**config.mk**
```make
export PLATFORM = sky130hd
export DESIGN_NAME = bmdma_regbank
export DESIGN_NICKNAME = d
export VERILOG_FILES = /design/src/rtl/bmdma_pkg.sv /design/src/rtl/bmdma_decode.sv /design/src/rtl/bmdma_chan.sv /design/src/rtl/bmdma_rdmux.sv /design/src/rtl/bmdma_regbank.sv
export SDC_FILE = /design/constraint.sdc
export NUM_CORES = 1
export LEC_CHECK = 0
export ABC_CLOCK_PERIOD_IN_PS = 5800
export BUFFER_PORTS_ARGS = -buffer_cell sky130_fd_sc_hd__buf_2
export CORE_ASPECT_RATIO = 1.4
export CORE_MARGIN = 5
export CORE_UTILIZATION = 40
export CTS_CLUSTER_SIZE = 10
export DETAILED_ROUTE_END_ITERATION = 6
export GPL_TIMING_DRIVEN = 0
export PLACE_DENSITY = 0.69
export SLEW_MARGIN = 20
export SYNTH_ARGS = -nofsm -noshare
export SYNTH_HDL_FRONTEND = slang
export SYNTH_HIERARCHICAL = 1
export SYNTH_SLANG_ARGS = --single-unit
```
**constraint.sdc**
```tcl
create_clock -name clk -period 5.8 [get_ports clk]
set_input_delay 1.74 -clock clk [delete_from_list [all_inputs] [get_ports clk]]
set_output_delay 1.74 -clock clk [all_outputs]
set_load 0.005 [all_outputs]
```
**src/rtl/bmdma_pkg.sv**
```systemverilog
// Package: shared constants and types for the DMA register bank.
// Assumes two channels; the address map is fixed around that count.
package bmdma_pkg;
    localparam int NCH    = 2;
    localparam int DATA_W = 32;
    localparam int NBYTE  = DATA_W / 8;

    // status byte bit positions
    localparam int ST_ACT = 0;
    localparam int ST_ERR = 1;
    localparam int ST_IRQ = 2;

    // per-channel write strobes produced by the address decoder
    typedef struct packed {
        logic             cmd_we;
        logic             scr_we;
        logic             st_we;
        logic [NBYTE-1:0] ptr_be;
    } chan_wr_t;

    // per-channel register view presented to the read mux
    typedef struct packed {
        logic [7:0]        cmd;
        logic [7:0]        scratch;
        logic [7:0]        status;
        logic [DATA_W-1:0] ptr;
    } chan_view_t;
endpackage

```
**src/rtl/bmdma_decode.sv**
```systemverilog
// Module: write address decoder.
// Turns a bus write into per-channel byte strobes. The control word of a
// channel answers at its own word and at its alias word 16 bytes higher;
// lane 3 of a control word is never decoded. Assumes word addressing
// (byte address bits 1:0 are dropped by the caller).
module bmdma_decode
    import bmdma_pkg::*;
#(
    parameter int ADDR_W = 8
) (
    input  logic                  clk,
    input  logic                  rst_n,
    input  logic                  wr_en,
    input  logic [ADDR_W-1:2]     waddr,
    input  logic [NBYTE-1:0]      be,
    output chan_wr_t [NCH-1:0]    wr
);
    localparam int WORD_W = 3;

    logic              in_win;
    logic [WORD_W-1:0] word;
    logic [NCH-1:0]    ctl_hit;
    logic [NCH-1:0]    ptr_hit;

    // purpose: window check and word index extraction
    always_comb begin
        in_win = (waddr[ADDR_W-1:5] == '0);
        word   = waddr[4:2];
    end

    for (genvar c = 0; c < NCH; c++) begin : g_ch
        localparam logic [WORD_W-1:0] CTL_W   = WORD_W'(2 * c);
        localparam logic [WORD_W-1:0] ALIAS_W = WORD_W'(2 * c + 4);
        localparam logic [WORD_W-1:0] PTR_W   = WORD_W'(2 * c + 1);

        // purpose: per-channel strobes from hit and byte lanes
        always_comb begin
            ctl_hit[c]       = wr_en && in_win && (word == CTL_W || word == ALIAS_W);
            ptr_hit[c]       = wr_en && in_win && (word == PTR_W);
            wr[c].cmd_we     = ctl_hit[c] && be[0];
            wr[c].scr_we     = ctl_hit[c] && be[1];
            wr[c].st_we      = ctl_hit[c] && be[2];
            wr[c].ptr_be     = ptr_hit[c] ? be : '0;
        end
    end

    // at most one channel control word is addressed per write
    AST_ONE_CHANNEL: assert property (@(posedge clk) disable iff (!rst_n)
        $onehot0({ctl_hit, ptr_hit}));
endmodule

```
**src/rtl/bmdma_chan.sv**
```systemverilog
// Module: one DMA channel's register set.
// Holds command, scratch, status and table pointer; emits a start pulse on
// a 0-to-1 start transition. Engine pulses are one cycle wide and set the
// sticky status flags; set beats a same-cycle write-one clear.
module bmdma_chan
    import bmdma_pkg::*;
(
    input  logic              clk,
    input  logic              rst_n,
    input  chan_wr_t          wr,
    input  logic [DATA_W-1:0] wdata,
    input  logic              done,
    input  logic              err,
    input  logic              irq,
    output chan_view_t        view,
    output logic              start_pulse,
    output logic              start,
    output logic              dir
);
    logic              start_q, dir_q, pulse_q;
    logic [5:0]        scr_q;
    logic              act_q, err_q, irq_q;
    logic [1:0]        st_rw_q;
    logic [DATA_W-1:2] ptr_q;
    logic              start_rise;
    logic              start_clr;

    // purpose: detect start edges from the command write
    always_comb begin
        start_rise = wr.cmd_we && wdata[0] && !start_q;
        start_clr  = wr.cmd_we && !wdata[0];
    end

    // purpose: command bits and start pulse register
    always_ff @(posedge clk) begin
        if (!rst_n) begin
            start_q <= 1'b0;
            dir_q   <= 1'b0;
            pulse_q <= 1'b0;
        end else begin
            if (wr.cmd_we) begin
                start_q <= wdata[0];
                dir_q   <= wdata[3];
            end
            pulse_q <= start_rise;
        end
    end

    // purpose: scratch byte, low six bits only
    always_ff @(posedge clk) begin
        if (!rst_n) scr_q <= '0;
        else if (wr.scr_we) scr_q <= wdata[13:8];
    end

    // purpose: active bit, set with start, cleared by done or start=0 write
    always_ff @(posedge clk) begin
        if (!rst_n) act_q <= 1'b0;
        else if (start_clr) act_q <= 1'b0;
        else if (start_rise) act_q <= 1'b1;
        else if (done) act_q <= 1'b0;
    end

    // purpose: sticky error and interrupt flags plus read/write status bits
    always_ff @(posedge clk) begin
        if (!rst_n) begin
            err_q   <= 1'b0;
            irq_q   <= 1'b0;
            st_rw_q <= '0;
        end else begin
            err_q <= err || (err_q && !(wr.st_we && wdata[16 + ST_ERR]));
            irq_q <= irq || (irq_q && !(wr.st_we && wdata[16 + ST_IRQ]));
            if (wr.st_we) st_rw_q <= wdata[22:21];
        end
    end

    // purpose: byte-lane writes to the descriptor table pointer
    always_ff @(posedge clk) begin
        if (!rst_n) begin
            ptr_q <= '0;
        end else begin
            if (wr.ptr_be[0]) ptr_q[7:2] <= wdata[7:2];
            for (int b = 1; b < NBYTE; b++) begin
                if (wr.ptr_be[b]) ptr_q[8*b +: 8] <= wdata[8*b +: 8];
            end
        end
    end

    // purpose: assemble the software-visible view and engine outputs
    always_comb begin
        view.cmd     = {4'b0, dir_q, 2'b0, start_q};
        view.scratch = {2'b0, scr_q};
        view.status  = {1'b0, st_rw_q, 2'b0, irq_q, err_q, act_q};
        view.ptr     = {ptr_q, 2'b00};
        start_pulse  = pulse_q;
        start        = start_q;
        dir          = dir_q;
    end

    AST_PULSE_ONE_CYCLE: assert property (@(posedge clk) disable iff (!rst_n)
        start_pulse |=> !start_pulse);
    AST_PULSE_ON_RISE: assert property (@(posedge clk) disable iff (!rst_n)
        (wr.cmd_we && wdata[0] && !start) |=> (start_pulse && start));
    AST_ERR_SET_WINS: assert property (@(posedge clk) disable iff (!rst_n)
        err |=> view.status[ST_ERR]);
    AST_IRQ_SET_WINS: assert property (@(posedge clk) disable iff (!rst_n)
        irq |=> view.status[ST_IRQ]);
    AST_ERR_STICKY: assert property (@(posedge clk) disable iff (!rst_n)
        (view.status[ST_ERR] && !(wr.st_we && wdata[16 + ST_ERR])) |=> view.status[ST_ERR]);
    AST_ACT_CLEARED: assert property (@(posedge clk) disable iff (!rst_n)
        (wr.cmd_we && !wdata[0]) |=> !view.status[ST_ACT]);
    AST_ACT_KEPT: assert property (@(posedge clk) disable iff (!rst_n)
        (!wr.cmd_we && !done) |=> $stable(view.status[ST_ACT]));
endmodule

```
**src/rtl/bmdma_rdmux.sv**
```systemverilog
// Module: read data multiplexer with registered output.
// Selects a per-channel word, a pointer, or one of the combined views, and
// captures it on rd_en; rdata holds between reads. Device interrupt levels
// are sampled at the read.
module bmdma_rdmux
    import bmdma_pkg::*;
#(
    parameter int ADDR_W = 8
) (
    input  logic                  clk,
    input  logic                  rst_n,
    input  logic                  rd_en,
    input  logic [ADDR_W-1:2]     raddr,
    input  chan_view_t [NCH-1:0]  view,
    input  logic [NCH-1:0]        dev_irq,
    output logic [DATA_W-1:0]     rdata
);
    logic              in_win;
    logic [2:0]        word;
    logic [DATA_W-1:0] sel;
    logic [DATA_W-1:0] rdata_q;

    // purpose: choose the addressed word
    always_comb begin
        in_win = (raddr[ADDR_W-1:5] == '0);
        word   = raddr[4:2];
        sel    = '0;
        if (in_win) begin
            case (word)
                3'd0: sel = {8'h00, view[0].status, view[0].scratch, view[0].cmd};
                3'd1: sel = view[0].ptr;
                3'd2: sel = {8'h00, view[1].status, view[1].scratch, view[1].cmd};
                3'd3: sel = view[1].ptr;
                3'd4: begin
                    sel         = {view[1].status, view[0].status, 8'h00, view[0].cmd};
                    sel[4]      = view[0].cmd[4] | dev_irq[0];
                    sel[6]      = view[0].cmd[6] | dev_irq[1];
                    sel[14]     = view[1].status[ST_IRQ];
                end
                3'd6: begin
                    sel         = {8'h00, view[1].status, 8'h00, view[1].cmd};
                    sel[4]      = view[1].cmd[4] | dev_irq[1];
                end
                default: sel = '0;
            endcase
        end
    end

    // purpose: capture read data on rd_en, hold otherwise
    always_ff @(posedge clk) begin
        if (!rst_n) rdata_q <= '0;
        else if (rd_en) rdata_q <= sel;
    end

    assign rdata = rdata_q;

    AST_RDATA_HOLD: assert property (@(posedge clk) disable iff (!rst_n)
        !rd_en |=> $stable(rdata));
    AST_UNMAPPED_ZERO: assert property (@(posedge clk) disable iff (!rst_n)
        (rd_en && (!in_win || word == 3'd5 || word == 3'd7)) |=> (rdata == '0));
    AST_GAP_BYTE_ZERO: assert property (@(posedge clk) disable iff (!rst_n)
        (rd_en && in_win && (word == 3'd0 || word == 3'd2)) |=> (rdata[31:24] == 8'h00));
endmodule

```
**src/rtl/bmdma_regbank.sv**
```systemverilog
// Module: dual-channel bus-master DMA register bank (top).
// Connects the write decoder, two channel register sets and the read mux.
// Assumes a single-cycle register bus: writes land at the sampling edge,
// reads return one cycle later on rdata.
module bmdma_regbank
    import bmdma_pkg::*;
#(
    parameter int ADDR_W = 8
) (
    input  logic                    clk,
    input  logic                    rst_n,
    input  logic                    wr_en,
    input  logic                    rd_en,
    input  logic [ADDR_W-1:0]       addr,
    input  logic [DATA_W-1:0]       wdata,
    input  logic [NBYTE-1:0]        be,
    output logic [DATA_W-1:0]       rdata,
    input  logic [NCH-1:0]          eng_done,
    input  logic [NCH-1:0]          eng_err,
    input  logic [NCH-1:0]          eng_irq,
    input  logic [NCH-1:0]          dev_irq,
    output logic [NCH-1:0]          start_pulse,
    output logic [NCH-1:0]          cmd_start,
    output logic [NCH-1:0]          cmd_dir,
    output logic [NCH*DATA_W-1:0]   tbl_ptr
);
    chan_wr_t   [NCH-1:0] wr;
    chan_view_t [NCH-1:0] view;

    bmdma_decode #(.ADDR_W(ADDR_W)) u_decode (
        .clk   (clk),
        .rst_n (rst_n),
        .wr_en (wr_en),
        .waddr (addr[ADDR_W-1:2]),
        .be    (be),
        .wr    (wr)
    );

    for (genvar c = 0; c < NCH; c++) begin : g_chan
        bmdma_chan u_chan (
            .clk         (clk),
            .rst_n       (rst_n),
            .wr          (wr[c]),
            .wdata       (wdata),
            .done        (eng_done[c]),
            .err         (eng_err[c]),
            .irq         (eng_irq[c]),
            .view        (view[c]),
            .start_pulse (start_pulse[c]),
            .start       (cmd_start[c]),
            .dir         (cmd_dir[c])
        );
        assign tbl_ptr[c*DATA_W +: DATA_W] = view[c].ptr;
    end

    bmdma_rdmux #(.ADDR_W(ADDR_W)) u_rdmux (
        .clk     (clk),
        .rst_n   (rst_n),
        .rd_en   (rd_en),
        .raddr   (addr[ADDR_W-1:2]),
        .view    (view),
        .dev_irq (dev_irq),
        .rdata   (rdata)
    );

    AST_PTR_ALIGNED: assert property (@(posedge clk) disable iff (!rst_n)
        (tbl_ptr[1:0] == 2'b00) && (tbl_ptr[DATA_W+1:DATA_W] == 2'b00));
    AST_NO_WRITE_NO_CMD_CHANGE: assert property (@(posedge clk) disable iff (!rst_n)
        !wr_en |=> ($stable(cmd_start) && $stable(cmd_dir) && $stable(tbl_ptr)));
endmodule

```
==> flow_summary_export.csv <==
group,metric,value,unit
status,status,"complete, no violations",
pwr,seqPwrFrac,0.404,
floorplanning,rows,51,
setup_path,critPathBufInv,4,
floorplanning,start_util,0.409,
logic_synthesis,synth_area_per_cell,10.2,µm²
cells_and_area,multi_input_area,2840,µm²
timing,fmax,306,MHz
grt,track_usage,0.218,
placed_design,placed_cells,920,
pwr,clkPwrFrac,0.521,
grt,grt_pass1_wl,28400,µm
route,detail-route-antenna-nets,0,
timing,slew_violations,0,
pwr,internal_power,1.59,mW
pwr,max-vdd-ir-drop,0.182,mV
setup_path,rrSetupSlack,4.69,ns
clock_network,cts_setup_buffers,0,
route,dr_total_vias,4894,
cells_and_area,fin_cells,952,
job,cap_violations,0,
setup_path,arrival,3.62,ns
clock_network,cts_tree,"yes",
clock_network,htreeDepth,4,
floorplanning,ioPinCount,158,
clock_network,postCtsHoldBufs,0,
floorplanning,die_width,111,µm
timing,finalHoldViolCount,0,
placed_design,dpl.hpwl,13900,µm
route,wl_per_cell,19.5,µm
pwr,powerDensity,278,nW/µm²
setup_path,cp-end-kind,"flip-flop",
clock_network,clock_sinks,120,
timing,tightest_slew,1.08,ns
timing,rsz0062_at_grt,"false",
timing,setup_viol_count_final,0,
logic_synthesis,synth_seq_cells,120,
setup_path,crit_chain,"buf_2 > buf_4 > buf_4 > buf_1 > a221oi_1 > nor4_1 > a31o_2",
logic_synthesis,synth_top_area_frac,0.420,
logic_synthesis,synth_seq_area_share,0.420,
setup_path,path_delay_family,"buffers and inverters",
cells_and_area,final_common_cell,"buf_2",
pwr,p_switching,0.467,mW
pwr,power,2.06,mW
pwr,comb_power_share,0.075,
clock_network,clk_pin_slew,0.05,ns
placed_design,placement.io_buffers,150,
clock_network,root_buffer,"clkbuf_16",
cells_and_area,fin_area,7400,µm²
logic_synthesis,synth_top_area_cell,"dfxtp_1",
clock_network,cts_buffers,17,
hold_path,hp-class,"reg2reg",
cells_and_area,post-route-util,0.529,
pwr,leakage,3.07,nW
cells_and_area,drive_gt1_frac,0.353,
cells_and_area,layout_common_cells,"165 x buf_2, 120 x dfxtp_1, 89 x nor2b_1, 83 x mux2i_1, 46 x buf_4",
grt,overflow,0,
route,totalWireLength,18500,µm
placed_design,place.gp.congestion,0.931,
timing,fin_crit_sh,0.564,
clock_network,cts_buffer_depth,2,
clock_network,clock_latency,0.41,ns
clock_network,ctsResizeCount,0,
setup_path,crit_type,"in2reg",
logic_synthesis,ys_types,41,
floorplanning,design.core.area,14000,µm²
setup_path,setup.worst_path.start_class,"primary input",
route,vias_per_cell,5.14,
logic_synthesis,synth_area,5720,µm²
setup_path,cp.required,6.15,ns
timing,max_slew_margin,0.271,
logic_synthesis,yosys_warnings,6,
cells_and_area,antenna_cells,0,
setup_path,cp_max_fo,10,
pwr,switching_share,0.227,
grt,grt_max_degree,18,
grt,grt_pass1_vias,5212,
setup_path,slowest_stage,"buf_1",
timing,fin_skew,0.00605,ns
cells_and_area,filler_cell_count,1278,
logic_synthesis,syn-instance-count,561,
timing,finalCriticalPeriod,3.27,ns
timing,setup_tns,0,ns
cells_and_area,syn2layout_area_growth,29.4,%
grt,antenna_found_initial,0,
route,first_iter_violations,289,
route,drt_pass1_iterations,5,
logic_synthesis,synth_area_leaders,"dfxtp_1 42%, mux2i_1 15%, nor2b_1 9.7%",
floorplanning,die-area,16800,µm²
cells_and_area,fin_nets,810,
cells_and_area,regArea,2400,µm²
route,drc_errors,0,
floorplanning,die_y,151,µm
setup_path,path_common_cell,"buf_4",
setup_path,slowest_delay,0.56,ns
placed_design,post_dp_cell_area,6790,µm²
layer usage:
metal	part of all wire	track usage	vias to the layer above
met2	0.52	0.396	188
met1	0.39	0.245	2325
li1	-	-	2357
met5	0	0	-
met4	0.019	0.0870	0
met3	0.068	0.0544	24
worst reg2reg max path: cells and delay by family (launching register included):
| kind | cells | cell delay [ns] |
|---|---|---|
| DFF | 1 | 0.32 |
| AOI/OAI and AO/OA | 1 | 0.08 |
| and+or+nand+nor | 1 | 0.10 |
| muxes | 1 | 0.48 |
stage by stage:
stage | setup slack (ns) | hold slack [ns]
5_1_grt | 2.49 | 0.487
4_1_cts | 2.59 | 0.451
3_5_place_dp | 2.17 | 0.432
6_report | 2.53 | 0.450
2_1_floorplan | 2.65 | 0.444
3_3_place_gp | 2.18 | 0.428
Yosys cell counts, drive strengths merged:
cell / count
o2bb2ai: 8
a31o: 5
a21oi: 2
o21ai: 13
and2: 8
a22o: 1
a32o: 1
buf: 66
or2: 2
o221a: 2
conb: 2
clkbuf: 15
nor2: 11
a31oi: 4
o21ba: 1
a211oi: 1
or4b: 1
and3: 5
mux2i: 83
o41ai: 10
a2bb2oi: 1
nand4bb: 5
a2111o: 1
dfxtp: 120
mux2: 8
a22oi: 1
nand3: 11
mux4: 7
nor2b: 89
nand2: 16
a32oi: 8
or3: 2
o221ai: 1
a221oi: 29
inv: 12
nor4: 9
flip-flops by register name (all words and copies together) (netlist names):
signal and cells:
g_chan.u_chan/act_q 2, g_chan.u_chan/dir 2, g_chan.u_chan/err_q 2, g_chan.u_chan/irq_q 2, g_chan.u_chan/ptr_q 60, g_chan.u_chan/scr_q 12
g_chan.u_chan/st_rw_q 4, g_chan.u_chan/start 2, g_chan.u_chan/start_pulse 2, u_rdmux/rdata 32
cell families after synthesis:
| group | Yosys count | synth area share |
|---|---|---|
| flops | 120 | 0.420 |
| other cells | 2 | 0.00131 |
| buf+inv | 93 | 0.0985 |
| compound gates | 89 | 0.126 |
| mux | 98 | 0.189 |
| simple gates | 159 | 0.165 |
final timing paths:
check        cells after the start                  startpoint                 to
max                              7                     addr[3]  u_rdmux/rdata[20]
min                              2            u_rdmux/rdata[2]   u_rdmux/rdata[2]
max reg2reg                      3  g_chan[1].u_chan/ptr_q[11]  u_rdmux/rdata[11]
min reg2reg                      2            u_rdmux/rdata[2]   u_rdmux/rdata[2]
power by group through the flow:
stage	clock [mW]	combinational, mW	sequential [mW]
after global routing	1.13	0.166	0.832
after floorplan	0	0.0886	0.850
final	1.07	0.154	0.832
after CTS	1.09	0.151	0.832
after detailed placement	0	0.150	0.850
after global placement	0	0.147	0.850
layout make-up:
| class | instances | area share |
|---|---|---|
| Sequential cell | 120 | 0.325 |
| Multi-Input combinational cell | 372 | 0.384 |
| Clock inverter | 12 | 0.0203 |
| Clock buffer | 20 | 0.0617 |
| Timing Repair Buffer | 150 | 0.101 |
| Inverter | 12 | 0.00609 |
| Buffer | 81 | 0.0700 |
| Tap cell | 185 | 0.0313 |
Power figures use the tool's default switching activity.
